==> src/rtl/pwx_pkg.sv <==
package pwx_pkg;
   typedef enum logic [1:0] {
      PWX_RAM   = 2'd0,
      PWX_FIXED = 2'd1,
      PWX_WIN   = 2'd2
   } pwx_region_e;
endpackage

==> src/rtl/pwx_page_reg.sv <==
module pwx_page_reg #(
   parameter int REG_DW     = 8,
   parameter int PAGE_BITS  = 3,
   parameter int RESET_PAGE = 2
) (
   input  logic                 clk,
   input  logic                 rst_n,
   input  logic                 wr_en,
   input  logic [REG_DW-1:0]    wdata,
   output logic [PAGE_BITS-1:0] page_q,
   output logic [REG_DW-1:0]    rdata
);
   localparam logic [PAGE_BITS-1:0] RST_VAL = PAGE_BITS'(RESET_PAGE);

   always_ff @(posedge clk or negedge rst_n) begin
      if (!rst_n)     page_q <= RST_VAL;
      else if (wr_en) page_q <= wdata[PAGE_BITS-1:0];
   end

   generate
      if (REG_DW > PAGE_BITS) begin : g_pad
         logic unused_hi;
         assign unused_hi = ^wdata[REG_DW-1:PAGE_BITS];
         assign rdata = {{(REG_DW-PAGE_BITS){1'b0}}, page_q};
      end else begin : g_full
         assign rdata = page_q;
      end
   endgenerate
endmodule

==> src/rtl/pwx_region_decode.sv <==
module pwx_region_decode
   import pwx_pkg::*;
#(
   parameter int QW       = 2,
   parameter int LOW_QUAD = 0,
   parameter int WIN_QUAD = 2
) (
   input  logic [QW-1:0] quad,
   output pwx_region_e   region
);
   always_comb begin
      if (quad == QW'(LOW_QUAD))      region = PWX_RAM;
      else if (quad == QW'(WIN_QUAD)) region = PWX_WIN;
      else                            region = PWX_FIXED;
   end
endmodule

==> src/rtl/pwx_addr_map.sv <==
module pwx_addr_map #(
   parameter int CPU_AW    = 16,
   parameter int OFF_BITS  = 14,
   parameter int PAGE_BITS = 3,
   parameter int WIN_QUAD  = 2,
   parameter int NQ        = 4,
   parameter logic [NQ*PAGE_BITS-1:0] QUAD_PAGE_MAP = '0,
   localparam int PHYS_AW  = OFF_BITS + PAGE_BITS
) (
   input  logic [CPU_AW-1:0]    cpu_addr,
   input  logic [PAGE_BITS-1:0] page_q,
   output logic [PHYS_AW-1:0]   phys_addr
);
   localparam int QW = CPU_AW - OFF_BITS;

   logic [PAGE_BITS-1:0] cand [NQ];
   logic [PAGE_BITS-1:0] sel_page;
   logic [QW-1:0]        quad;

   assign quad = cpu_addr[CPU_AW-1:OFF_BITS];

   genvar q;
   generate
      for (q = 0; q < NQ; q++) begin : g_quad
         if (q == WIN_QUAD) begin : g_win
            assign cand[q] = page_q;
         end else begin : g_fixed
            assign cand[q] = QUAD_PAGE_MAP[q*PAGE_BITS +: PAGE_BITS];
         end
      end
   endgenerate

   assign sel_page  = cand[quad];
   assign phys_addr = {sel_page, cpu_addr[OFF_BITS-1:0]};
endmodule

==> src/rtl/page_window_xlate.sv <==
module page_window_xlate
   import pwx_pkg::*;
#(
   parameter int CPU_AW     = 16,
   parameter int OFF_BITS   = 14,
   parameter int PAGE_BITS  = 3,
   parameter int REG_DW     = 8,
   parameter int RESET_PAGE = 2,
   parameter int LOW_QUAD   = 0,
   parameter int WIN_QUAD   = 2,
   parameter logic [4*PAGE_BITS-1:0] QUAD_PAGE_MAP =
      {PAGE_BITS'(3), PAGE_BITS'(2), PAGE_BITS'(1), PAGE_BITS'(0)},
   localparam int PHYS_AW   = OFF_BITS + PAGE_BITS
) (
   input  logic               clk,
   input  logic               rst_n,
   input  logic               reg_sel,
   input  logic               reg_wr,
   input  logic [REG_DW-1:0]  reg_wdata,
   output logic [REG_DW-1:0]  reg_rdata,
   input  logic [CPU_AW-1:0]  cpu_addr,
   output logic [PHYS_AW-1:0] phys_addr,
   output logic               flash_sel,
   output logic               ram_sel
);
   localparam int QW = CPU_AW - OFF_BITS;
   localparam int NQ = 1 << QW;

   generate
      if (NQ != 4) begin : g_bad_nq
         $error("quadrant map sized for exactly four quarters");
      end
      if (REG_DW < PAGE_BITS) begin : g_bad_dw
         $error("register narrower than page field");
      end
      if (RESET_PAGE >= (1 << PAGE_BITS)) begin : g_bad_rst
         $error("reset page out of range");
      end
      if (WIN_QUAD >= NQ || LOW_QUAD >= NQ || WIN_QUAD == LOW_QUAD) begin : g_bad_quad
         $error("window and low quarter must be distinct and in range");
      end
   endgenerate

   logic [PAGE_BITS-1:0] page_q;
   logic                 wr_en;
   pwx_region_e          region;

   assign wr_en = reg_sel & reg_wr;

   pwx_page_reg #(
      .REG_DW(REG_DW), .PAGE_BITS(PAGE_BITS), .RESET_PAGE(RESET_PAGE)
   ) u_page (
      .clk(clk), .rst_n(rst_n), .wr_en(wr_en), .wdata(reg_wdata),
      .page_q(page_q), .rdata(reg_rdata)
   );

   pwx_region_decode #(
      .QW(QW), .LOW_QUAD(LOW_QUAD), .WIN_QUAD(WIN_QUAD)
   ) u_dec (
      .quad(cpu_addr[CPU_AW-1:OFF_BITS]), .region(region)
   );

   pwx_addr_map #(
      .CPU_AW(CPU_AW), .OFF_BITS(OFF_BITS), .PAGE_BITS(PAGE_BITS),
      .WIN_QUAD(WIN_QUAD), .NQ(NQ), .QUAD_PAGE_MAP(QUAD_PAGE_MAP)
   ) u_map (
      .cpu_addr(cpu_addr), .page_q(page_q), .phys_addr(phys_addr)
   );

   assign ram_sel   = (region == PWX_RAM);
   assign flash_sel = (region == PWX_FIXED) || (region == PWX_WIN);
endmodule

==> config.mk <==
export PLATFORM = sky130hd
export DESIGN_NAME = page_window_xlate
export DESIGN_NICKNAME = d
export VERILOG_FILES = /design/src/rtl/pwx_pkg.sv /design/src/rtl/pwx_page_reg.sv /design/src/rtl/pwx_region_decode.sv /design/src/rtl/pwx_addr_map.sv /design/src/rtl/page_window_xlate.sv
export SDC_FILE = /design/constraint.sdc
export NUM_CORES = 1
export LEC_CHECK = 0
export BUFFER_PORTS_ARGS = -buffer_cell sky130_fd_sc_hd__buf_2
export CAP_MARGIN = 25
export CELL_PAD_IN_SITES_DETAIL_PLACEMENT = 1
export CELL_PAD_IN_SITES_GLOBAL_PLACEMENT = 1
export CORE_ASPECT_RATIO = 1.5
export CORE_UTILIZATION = 16
export DETAILED_ROUTE_END_ITERATION = 6
export GPL_TIMING_DRIVEN = 0
export PLACE_DENSITY = 0.9
export REMOVE_ABC_BUFFERS = 1
export SYNTH_ARGS = -nofsm -noshare
export SYNTH_HDL_FRONTEND = slang
export SYNTH_HIERARCHICAL = 1
export SYNTH_SLANG_ARGS = --single-unit
==> constraint.sdc <==
create_clock -name clk -period 1 [get_ports clk]
set_input_delay 0.2 -clock clk [delete_from_list [all_inputs] [get_ports clk]]
set_output_delay 0.2 -clock clk [all_outputs]
set_load 0.02 [all_outputs]
==> flow_metrics.env <==
export IMPL_synth_most_common_cell="sky130_fd_sc_hd__buf_4"
export IMPL_first_global_vias=286
export IMPL_cts_root_buffer="sky130_fd_sc_hd__clkbuf_4"
export IMPL_cells_along_the_critical_path="o21a_1, buf_6"
export IMPL_yosys_top_cells_area="sky130_fd_sc_hd__buf_4, sky130_fd_sc_hd__dfrtp_1, sky130_fd_sc_hd__mux2_2"
export IMPL_coreArea_um2=2030
export IMPL_numClockSinks=3
export IMPL_cp_data_arrival_time_ps=1000
export IMPL_violations="setup timing"
export IMPL_initial_utilization_pct=16.8
export IMPL_route_detailed_wl_per_inst_um=13.7
export IMPL_grt_overflow_total=0
export IMPL_total_leakage_power_uw=0.000216
export IMPL_post_place_ws_ps=-132
export IMPL_placed_wire_length_estimate_um=673
export IMPL_syn_area_per_cell_um2=8.96
export IMPL_num_fill_cells=238
export IMPL_fp_dieArea_um2=2320
export IMPL_rsz0062_at_grt="yes"
export IMPL_crit_path_top_delay_cell="sky130_fd_sc_hd__dfstp_2"
export IMPL_timing_final_ws_setup_ps=-195
export IMPL_syn_inst=38
export IMPL_worst_path_max_fanout=3
export IMPL_wirelength_um=875
export IMPL_final_period_util_pct=120
export IMPL_hold_path_class="primary input to flop"
export IMPL_ys_top_cells_by_count="sky130_fd_sc_hd__buf_4, sky130_fd_sc_hd__mux2_2, sky130_fd_sc_hd__dfrtp_1, sky130_fd_sc_hd__inv_1"
export IMPL_run_status="complete, but fails checks"
export IMPL_clk_latency_ps=230
export IMPL_finalHoldViolations=0
export IMPL_final_max_slew_viol_count=0
export IMPL_skew_ps=0
export IMPL_post_route_cells_drive_above_1_share_pct=69.0
export IMPL_detail_route_first_pass_iterations=1
export IMPL_count_of_inserted_antenna_diode_cells=0
export IMPL_synth_top_cell_by_area="sky130_fd_sc_hd__buf_4"
export IMPL_num_rows=20
export IMPL_tritoncts_num_buffers=3
export IMPL_power_per_cell_area_nw_per_um2=1410
export IMPL_max_cap_violations=0
export IMPL_yosys_most_used_dff="sky130_fd_sc_hd__dfrtp_1"
export IMPL_synth_ff_latch_count=3
export IMPL_die_y_um=58.5
export IMPL_route_detailed_drc=0
export IMPL_largest_registers_in_the_final_layout="u_page/page_q x3"
export IMPL_register_area_um2=76.3
export IMPL_port_buf_inserts=16
export IMPL_boundaryPins=55
export IMPL_yosys_warnings=6
export IMPL_largest_register_ff_count=3
export IMPL_worst_setup_hold_path_clk_slew_ps=40
export IMPL_timing_final_setup_violations=7
export IMPL_grt_max_degree=6
export IMPL_synth_top_cell_area_share_pct=48.5
export IMPL_largest_register="u_page/page_q"
export IMPL_timing_critical_path_to_type="output pin"
export IMPL_ant_nets=0
export IMPL_whs_ps=205
export IMPL_clk_path_buf_depth=2
export IMPL_die_width_um=39.7
export IMPL_routed_via_density=3.75
export IMPL_multi_input_area_um2=123
export IMPL_flow_area_growth_from_synthesis_pct=26.5
export IMPL_setup_tns_ps=-670
export IMPL_netlist_area_um2=340
export IMPL_cts_htree_levels=1
export IMPL_grt_pass1_wl_um=1080
export IMPL_worst_path_largest_cell_delay_ps=530
export IMPL_final_instance_count_excl_fill=64
export IMPL_drt_iter0_markers=0
export IMPL_finalWorstPathRequiredPeriod_ps=1200
export IMPL_finalCoreUtilization_pct=21.2
export IMPL_crit_type="flop to output pin"
export IMPL_required_ps=800
export IMPL_fmaxAchievable_mhz=837
export IMPL_number_of_antenna_violations_at_the_first_check_in_global_routing=0
export IMPL_cp_start_kind="flop"
export IMPL_placed_cells_incl_taps=57
export IMPL_synth_edf_count=0
export IMPL_gp_congestion=0.434
export IMPL_finalNetCount=72
export IMPL_sequential_fraction_of_the_synthesis_area_pct=22.4
export IMPL_via_count=240
export IMPL_synthDistinctLibCells=13
export IMPL_ys_async_sr_fraction_pct=100
export IMPL_max_vdd_ir_drop_uv=214
export IMPL_cts_tree="yes"
export IMPL_grtUsageTotal_pct=7.81
metal layers:
metal | up-vias | share of wire [%] | routed length [um] | track usage (%)
li1 | 97 | - | - | -
met1 | 105 | 26 | 225 | 2.81
met2 | 38 | 50 | 435 | 11.5
met3 | 0 | 24 | 214 | 11.3
met4 | 0 | 0 | 0 | 5.91
met5 | - | 0 | 0 | 8.33
layout by cell type, fill, tap and decap left out, types with 2 or more instances in the layout:
| master | Yosys | final |
|---|---|---|
| sky130_fd_sc_hd__buf_8 | 0 | 2 |
| sky130_fd_sc_hd__mux2_2 | 3 | 3 |
| sky130_fd_sc_hd__conb_1 | 1 | 5 |
| sky130_fd_sc_hd__buf_2 | 0 | 8 |
| sky130_fd_sc_hd__dfrtp_1 | 2 | 2 |
| sky130_fd_sc_hd__clkbuf_4 | 0 | 3 |
| sky130_fd_sc_hd__buf_6 | 0 | 8 |
repair_timing:
item / CTS / global route
hold buffers: 1 / 0
hold endpoints to repair: 3 / 0
pin swaps: 3 / 0
setup buffers: 2 / 0
setup endpoints to repair: 6 / 7
resized for setup: 21 / 2
per-stage QoR:
stage	total power, uW	cell area, um^2
floorplan	258	186
global placement	308	294
detailed placement	316	294
CTS	611	423
global route	638	430
finish	607	430
worst max-delay path, delay by kind of cell, from the launching register on:
kind	cells	cell delay [ps]
AO/OA/AOI/OAI	1	120
flip-flops	1	530
buffers and inverters	1	110
cells by family after synthesis:
kind of cell / Yosys count / synth area share, %
flops: 3 / 22.4
mux: 3 / 9.93
compound gates: 2 / 4.78
simple gates: 3 / 6.25
other cells: 1 / 1.10
fa+ha+maj: 1 / 3.68
buf+inv: 25 / 51.8
final timing paths:
path / to / slack (ps) / startpoint / cells after the start
worst max register to register: u_page/page_q[0] / 130 / u_page/page_q[0] / 2
worst min-delay path: u_page/page_q[0] / 210 / reg_wdata[0] / 2
max in group asynchronous: u_page/page_q[1] / 510 / rst_n / 2
worst max-delay path: phys_addr[15] / -200 / u_page/page_q[1] / 2
worst min register to register: u_page/page_q[2] / 610 / u_page/page_q[2] / 2
min in group asynchronous: u_page/page_q[0] / 300 / rst_n / 2
area by class of cell:
cell class / count / area share [%]
Timing Repair Buffer: 19 / 39.5
Multi-Input combinational cell: 14 / 28.5
Sequential cell: 3 / 17.7
Tap cell: 22 / 6.40
Clock buffer: 4 / 6.10
Inverter: 2 / 1.74
power by group:
part           internal [uW]  switching (uW)
clock network            149            59.8
registers                145            12.4
logic                    129             112
total                    423             185
(Power assumes the default switching activity.)
